## config.mk

```make
export PLATFORM = sky130hd
export DESIGN_NAME = ipf_engine
export DESIGN_NICKNAME = d
export VERILOG_FILES = /design/src/rtl/ipf_pkg.sv /design/src/rtl/ipf_hint_gen.sv /design/src/rtl/ipf_req_track.sv /design/src/rtl/ipf_line_buf.sv /design/src/rtl/ipf_engine.sv
export SDC_FILE = /design/constraint.sdc
export NUM_CORES = 2
export LEC_CHECK = 0
export ABC_CLOCK_PERIOD_IN_PS = 24200
export CAP_MARGIN = 20
export CORE_UTILIZATION = 28
export DETAILED_ROUTE_END_ITERATION = 12
export GPL_TIMING_DRIVEN = 1
export PLACE_DENSITY = 0.47
export SETUP_SLACK_MARGIN = 0.4
export SLEW_MARGIN = 20
export SYNTH_ARGS = -nofsm -noshare
export SYNTH_HDL_FRONTEND = slang
export SYNTH_SLANG_ARGS = --single-unit
```

## constraint.sdc

```tcl
create_clock -name clk_i -period 24.2 [get_ports clk_i]
set_input_delay 4.84 -clock clk_i [delete_from_list [all_inputs] [get_ports clk_i]]
set_output_delay 4.84 -clock clk_i [all_outputs]
set_load 0.02 [all_outputs]
```

## src/rtl/ipf_pkg.sv

```systemverilog
package ipf_pkg;
  typedef enum logic {
    MODE_BURST  = 1'b0,
    MODE_STREAM = 1'b1
  } ipf_mode_e;
endpackage

```

## src/rtl/ipf_hint_gen.sv

```systemverilog
module ipf_hint_gen
  import ipf_pkg::*;
#(
  parameter int LAW         = 27,
  parameter int BURST_LINES = 2
) (
  input  logic           clk_i,
  input  logic           rst_ni,
  input  logic           hint_valid_i,
  input  logic [LAW-1:0] hint_line_i,
  input  ipf_mode_e      hint_mode_i,
  input  logic           taken_i,
  input  logic           flush_i,
  input  logic           probe_hit_i,
  input  logic           room_i,
  input  logic           req_ready_i,
  output logic           cand_valid_o,
  output logic [LAW-1:0] cand_line_o,
  output logic           req_valid_o,
  output logic           issue_o
);
  localparam int CW = $clog2(BURST_LINES + 1);

  logic           act_q;
  logic [LAW-1:0] line_q;
  ipf_mode_e      mode_q;
  logic [CW-1:0]  left_q;
  logic           adv;

  always_comb begin
    cand_valid_o = act_q & ~flush_i & ~hint_valid_i & ~taken_i;
    req_valid_o  = cand_valid_o & ~probe_hit_i & room_i;
    issue_o      = req_valid_o & req_ready_i;
    // a cached line is skipped without needing room
    adv          = issue_o | (cand_valid_o & probe_hit_i);
    cand_line_o  = line_q;
  end

  always_ff @(posedge clk_i or negedge rst_ni) begin
    if (!rst_ni) begin
      act_q  <= 1'b0;
      line_q <= '0;
      mode_q <= MODE_BURST;
      left_q <= '0;
    end else if (flush_i) begin
      act_q <= 1'b0;
    end else if (hint_valid_i) begin
      act_q  <= 1'b1;
      line_q <= hint_line_i;
      mode_q <= hint_mode_i;
      left_q <= CW'(BURST_LINES);
    end else if (taken_i) begin
      act_q <= 1'b0;
    end else if (adv) begin
      line_q <= line_q + 1'b1;
      if (mode_q == MODE_BURST) begin
        left_q <= left_q - 1'b1;
        if (left_q == CW'(1)) act_q <= 1'b0;
      end
    end
  end
endmodule

```

## src/rtl/ipf_req_track.sv

```systemverilog
module ipf_req_track #(
  parameter int LAW   = 27,
  parameter int DEPTH = 4
) (
  input  logic                       clk_i,
  input  logic                       rst_ni,
  input  logic                       push_i,
  input  logic [LAW-1:0]             push_line_i,
  input  logic                       pop_i,
  input  logic                       flush_i,
  output logic [$clog2(DEPTH+1)-1:0] count_o,
  output logic [LAW-1:0]             head_line_o,
  output logic                       head_stale_o
);
  localparam int PW = (DEPTH > 1) ? $clog2(DEPTH) : 1;
  localparam int CW = $clog2(DEPTH + 1);

  logic [LAW-1:0]   line_q [DEPTH];
  logic [DEPTH-1:0] stale_q;
  logic [PW-1:0]    wr_q, rd_q;
  logic [CW-1:0]    cnt_q;

  function automatic logic [PW-1:0] nxt(input logic [PW-1:0] p);
    return (p == PW'(DEPTH - 1)) ? '0 : p + 1'b1;
  endfunction

  always_ff @(posedge clk_i or negedge rst_ni) begin
    if (!rst_ni) begin
      stale_q <= '0;
      wr_q    <= '0;
      rd_q    <= '0;
      cnt_q   <= '0;
    end else begin
      if (push_i) begin
        stale_q[wr_q] <= 1'b0;
        wr_q          <= nxt(wr_q);
      end
      if (pop_i) rd_q <= nxt(rd_q);
      cnt_q <= cnt_q + CW'(push_i) - CW'(pop_i);
      // everything in flight at a flush becomes stale
      if (flush_i) stale_q <= '1;
    end
  end

  always_ff @(posedge clk_i) begin
    if (push_i) line_q[wr_q] <= push_line_i;
  end

  assign count_o      = cnt_q;
  assign head_line_o  = line_q[rd_q];
  assign head_stale_o = stale_q[rd_q];
endmodule

```

## src/rtl/ipf_line_buf.sv

```systemverilog
module ipf_line_buf #(
  parameter int LAW     = 27,
  parameter int LINE_W  = 256,
  parameter int ENTRIES = 8
) (
  input  logic                         clk_i,
  input  logic                         rst_ni,
  input  logic                         flush_i,
  input  logic                         wr_i,
  input  logic [LAW-1:0]               wr_line_i,
  input  logic [LINE_W-1:0]            wr_data_i,
  input  logic                         rd_valid_i,
  input  logic [LAW-1:0]               rd_line_i,
  output logic                         rd_hit_o,
  output logic [LINE_W-1:0]            rd_data_o,
  output logic [$clog2(ENTRIES+1)-1:0] count_o
);
  localparam int IW = (ENTRIES > 1) ? $clog2(ENTRIES) : 1;
  localparam int CW = $clog2(ENTRIES + 1);

  logic [ENTRIES-1:0] valid_q;
  logic [LAW-1:0]     tag_q  [ENTRIES];
  logic [LINE_W-1:0]  data_q [ENTRIES];
  logic [ENTRIES-1:0] match;
  logic [IW-1:0]      hit_idx, free_idx;

  for (genvar g = 0; g < ENTRIES; g++) begin : g_cmp
    assign match[g] = valid_q[g] && (tag_q[g] == rd_line_i);
  end

  always_comb begin
    hit_idx  = '0;
    free_idx = '0;
    for (int i = ENTRIES - 1; i >= 0; i--) begin
      if (match[i])    hit_idx  = IW'(i);
      if (!valid_q[i]) free_idx = IW'(i);
    end
    rd_hit_o  = rd_valid_i && (|match);
    rd_data_o = data_q[hit_idx];
    count_o   = CW'($countones(valid_q));
  end

  always_ff @(posedge clk_i or negedge rst_ni) begin
    if (!rst_ni) begin
      valid_q <= '0;
    end else if (flush_i) begin
      valid_q <= '0;
    end else begin
      if (rd_hit_o) valid_q[hit_idx]  <= 1'b0;
      if (wr_i)     valid_q[free_idx] <= 1'b1;
    end
  end

  always_ff @(posedge clk_i) begin
    if (wr_i) begin
      tag_q[free_idx]  <= wr_line_i;
      data_q[free_idx] <= wr_data_i;
    end
  end
endmodule

```

## src/rtl/ipf_engine.sv

```systemverilog
module ipf_engine
  import ipf_pkg::*;
#(
  parameter int ADDR_W      = 32,
  parameter int LINE_BYTES  = 32,
  parameter int ENTRIES     = 8,
  parameter int MAX_OUT     = 4,
  parameter int BURST_LINES = 2,
  localparam int OFF_W      = $clog2(LINE_BYTES),
  localparam int LAW        = ADDR_W - OFF_W,
  localparam int LINE_W     = 8 * LINE_BYTES
) (
  input  logic              clk_i,
  input  logic              rst_ni,
  input  logic              hint_valid_i,
  input  logic [LAW-1:0]    hint_line_i,
  input  logic              hint_stream_i,
  input  logic              taken_br_i,
  input  logic              flush_i,
  output logic              probe_valid_o,
  output logic [LAW-1:0]    probe_line_o,
  input  logic              probe_hit_i,
  output logic              req_valid_o,
  input  logic              req_ready_i,
  output logic [LAW-1:0]    req_line_o,
  input  logic              rsp_valid_i,
  input  logic [LINE_W-1:0] rsp_data_i,
  input  logic              fetch_valid_i,
  input  logic [LAW-1:0]    fetch_line_i,
  output logic              fetch_hit_o,
  output logic [LINE_W-1:0] fetch_data_o
);
  localparam int OCW = $clog2(MAX_OUT + 1);
  localparam int BCW = $clog2(ENTRIES + 1);
  localparam int SW  = ((OCW > BCW) ? OCW : BCW) + 1;

  logic           cand_valid, issue, room;
  logic [LAW-1:0] cand_line;
  logic [OCW-1:0] out_cnt;
  logic [BCW-1:0] buf_cnt;
  logic [LAW-1:0] head_line;
  logic           head_stale, buf_wr;
  logic [SW-1:0]  occ;

  // slots are reserved at issue so a response always finds a free entry
  always_comb begin
    occ  = SW'(buf_cnt) + SW'(out_cnt);
    room = (occ < SW'(ENTRIES)) && (out_cnt < OCW'(MAX_OUT));
  end

  ipf_hint_gen #(
    .LAW(LAW), .BURST_LINES(BURST_LINES)
  ) u_gen (
    .clk_i        (clk_i),
    .rst_ni       (rst_ni),
    .hint_valid_i (hint_valid_i),
    .hint_line_i  (hint_line_i),
    .hint_mode_i  (ipf_mode_e'(hint_stream_i)),
    .taken_i      (taken_br_i),
    .flush_i      (flush_i),
    .probe_hit_i  (probe_hit_i),
    .room_i       (room),
    .req_ready_i  (req_ready_i),
    .cand_valid_o (cand_valid),
    .cand_line_o  (cand_line),
    .req_valid_o  (req_valid_o),
    .issue_o      (issue)
  );

  ipf_req_track #(
    .LAW(LAW), .DEPTH(MAX_OUT)
  ) u_track (
    .clk_i        (clk_i),
    .rst_ni       (rst_ni),
    .push_i       (issue),
    .push_line_i  (cand_line),
    .pop_i        (rsp_valid_i),
    .flush_i      (flush_i),
    .count_o      (out_cnt),
    .head_line_o  (head_line),
    .head_stale_o (head_stale)
  );

  assign buf_wr = rsp_valid_i && !head_stale && !flush_i;

  ipf_line_buf #(
    .LAW(LAW), .LINE_W(LINE_W), .ENTRIES(ENTRIES)
  ) u_buf (
    .clk_i      (clk_i),
    .rst_ni     (rst_ni),
    .flush_i    (flush_i),
    .wr_i       (buf_wr),
    .wr_line_i  (head_line),
    .wr_data_i  (rsp_data_i),
    .rd_valid_i (fetch_valid_i),
    .rd_line_i  (fetch_line_i),
    .rd_hit_o   (fetch_hit_o),
    .rd_data_o  (fetch_data_o),
    .count_o    (buf_cnt)
  );

  assign probe_valid_o = cand_valid;
  assign probe_line_o  = cand_line;
  assign req_line_o    = cand_line;
endmodule

```

==> reports/results.ini <==
[clock_network]
root_buffer = clkbuf_16
cts_buffer_depth = 4
cts_tree = built
postCtsSetupRepairBufs = 0
clkLatencyLatePin_ns = 0.88
numCtsBuffers = 281
cts.sinks = 2422
cts_resized = 0
cts-hold-fix-buffers = 0
clk_pin_slew_worst_paths_ns = 0.06
cts_max_level = 5

[timing]
slew_violations = 0
finalClockSkew_ns = 0.0421
finalWorstSetupSlack_ns = 7.71
finalHoldViolations = 0
max_slew_margin_pct = 24.1
rsz0062_at_grt = no
fmax_mhz = 60.6
worst_slew_pin_slew_ns = 1.13
report.final.setup_viol = 0
fin_setup_tns_ns = 0
min_period_over_period_pct = 68.1
post-route-min-period_ns = 16.49

[power_and_ir_drop]
pwr-share-seq_pct = 50.3
leakage_nw = 41.8
power_frac_clock_pct = 42.3
p_total_mw = 9.56
swShare_pct = 23.3
ir_drop_uv = 55.6
p_int_mw = 7.33
power_switching_mw = 2.23
p_comb_share_pct = 7.4
power.density_mw_per_mm2 = 83.3

[synth]
yosysUniqueCellTypes = 60
synth_common_cells = edfxtp_1 (2372), nand2_1 (1326), mux2i_1 (516)
synth_area_leader_cell = edfxtp_1
yosys_warnings = 0
synth-compound-area-share_pct = 6.18
synth_cells = 6074
synth_nets = 6418
synth_adder_area_share_pct = 0.355
ys_seq_elements = 2422
synthesis.area_mm2 = 0.0951
synth_edf_count = 2372
synth_xor_area_share_pct = 2.01
muxShareOfSynthArea_pct = 6.09
yosysMostFrequentCell = edfxtp_1
synth_top_area_share_pct = 74.9
synth.area.top_cells = edfxtp_1 (75%), mux2i_1 (5.4%), nand2_1 (5.2%), a211o_1 (2.4%), o22ai_1 (1.9%)
syn_area_per_cell_um2 = 15.7
yosysSeqAreaShare_pct = 76.2
synth_top_family_by_area = simple AND/OR/NAND/NOR gates
ys.flop_type = edfxtp_1
synth-simple-area-share_pct = 6.76
async_reset_ff_share_pct = 2.06

[placement]
routabilityCongestion = 0.870
portBuffers = 632
dp_worst_setup_slack_ns = 7.69
hpwlAfterDp_um = 162000

[setup_path]
ff2ff_path_depth = 9
end_kind = output port
critPathKind = input port to output port
cp-endpoint = fetch_data_o[41]
cp_common_cell = buf_4
crit_start = fetch_line_i[21]
cp.arrival_ns = 11.65
cp_max_fo = 64
r2r-start = u_track.rd_q[0]
r2r_end = u_buf.data_q[2][225]
slowest_stage = buf_4
cp.required_ns = 19.36
max_stage_delay_ns = 0.83
path_cells = clkdlybuf4s50_1 > xnor2_1 > nand4_1 > nor4_1 > and4_1 > o21ai_0 > a22oi_2 > buf_4 > buf_4 > buf_4 > buf_4 > mux2i_1 > o22ai_1 > a211o_1 > clkdlybuf4s50_1
start_kind = input port
rrSetupSlack_ns = 18.46

[global_routing]
groute.usage.overall_pct = 16.0
grt_pass1_vias = 54100
overflow = 0
grt_max_degree = 161
antenna_found_initial = 77
grt_pass1_wl_um = 401000

[finish]
nNetsFinal = 7061
fillers = 32500
drive_above_1_share_pct = 7.26
syn_to_final_growth_pct = 20.6

[floorplanning]
rows = 213
die_h_um = 585
num_io_pins = 633
die_x_um = 585
initial_core_util_pct = 28.2
coreArea_mm2 = 0.337
die_area_mm2 = 0.342

[route]
wl_per_cell_um = 24.7
final_antenna_net_count = 0
drt_iter0_markers = 4220
dr.pass1.iters = 5
num_vias = 54300
drc = 0
drt-vias-per-instance = 4.73
routed_wl_um = 283000

[job]
maxCapViolCount = 0

[hold_path]
hp-class = flop to flop
hp-start = u_track.stale_q[3]
min_path_cells = 2

[outcome]
status = completed

## per-layer routing
metal	wire, um	up-vias	track usage, %
met3	24300	418	5.01
met1	129000	27800	22.3
met2	124000	1667	24.2
met5	471	-	0
li1	-	24400	-
met4	5720	72	3.93
## sequential cells by signal (all words and copies together) (netlist names)
register and cells:
u_buf.data_q 2048, u_buf.tag_q 216, u_buf.valid_q 8, u_gen.act_q 1
u_gen.cand_line_o 27, u_gen.left_q 2, u_gen.mode_q 1, u_track.count_o 3
u_track.line_q 108, u_track.rd_q 2, u_track.stale_q 4, u_track.wr_q 2
## how the worst min path moves through the flow
stage                               endpoint
after global routing      u_track.stale_q[3]
after CTS                 u_track.stale_q[3]
after floorplan           u_track.stale_q[2]
after detailed placement  u_track.stale_q[3]
final                     u_track.stale_q[3]
after global placement    u_track.stale_q[2]
## stage by stage
stage | hold slack [ns] | area [um^2] | util [%] | std cells
after floorplan | 0.486 | 95100 | - | 6074
after global placement | 0.501 | 106000 | 31.4 | 10900
after detailed placement | 0.527 | 106000 | 31.4 | 10900
after CTS | 0.535 | 115000 | 34.0 | 11400
after global routing | 0.542 | 115000 | 34.0 | 11400
final | 0.533 | 115000 | 34.0 | 11500
## critical path, delay by kind of cell
kind	cells	cell delay, ns
AOI/OAI and AO/OA	4	0.87
xor gates and xnor gates	1	0.64
buffers and inverters	6	4.01
muxes	1	0.27
and+or+nand+nor	3	0.86
## power groups by stage
stage / clock network [mW] / registers [mW] / logic [mW]
3_5_place_dp: 0 / 4.90 / 0.709
3_3_place_gp: 0 / 4.89 / 0.701
5_1_grt: 4.31 / 4.81 / 0.751
2_1_floorplan: 0 / 4.90 / 0.321
6_report: 4.04 / 4.81 / 0.704
4_1_cts: 4.16 / 4.81 / 0.711
## layout by cell type, fill, tap and decap left out, types with 11 or more instances in the layout
cell type and n:
nand4_1 69, nand2_1 1325, diode_2 37, mux4_2 27, o21ai_0 29, ha_1 19
inv_1 33, clkbuf_1 70, and3_1 11, buf_4 73, bufinv_16 13, edfxtp_1 2372
clkinv_1 62, nand3_1 25, buf_12 14, mux2i_1 516, dfrtp_1 49, xnor2_1 126
o22ai_1 281, inv_6 14, a211o_1 257, clkbuf_16 285, clkdlybuf4s50_1 631, a21oi_1 291
xor2_1 92, nor4_1 43, nor2_1 39, clkinv_2 30
## cell families after synthesis
kind of cell / Yosys count
flops: 2422
compound gates: 894
mux: 545
buf+inv: 401
fa+ha+maj: 24
simple gates: 1570
xor+xnor: 218
## layout make-up
| cell class | count | area [um^2] | area share [%] |
|---|---|---|---|
| repair buffers | 722 | 7230 | 6.30 |
| diodes | 37 | 92.6 | 0.0807 |
| clock inverters | 139 | 1270 | 1.10 |
| inverters | 39 | 191 | 0.167 |
| multi-input cells | 3251 | 20400 | 17.8 |
| well taps | 4515 | 5650 | 4.92 |
| clock buffers | 356 | 7410 | 6.46 |
| flip-flops and latches | 2422 | 72500 | 63.2 |
(Power assumes the default switching activity.)
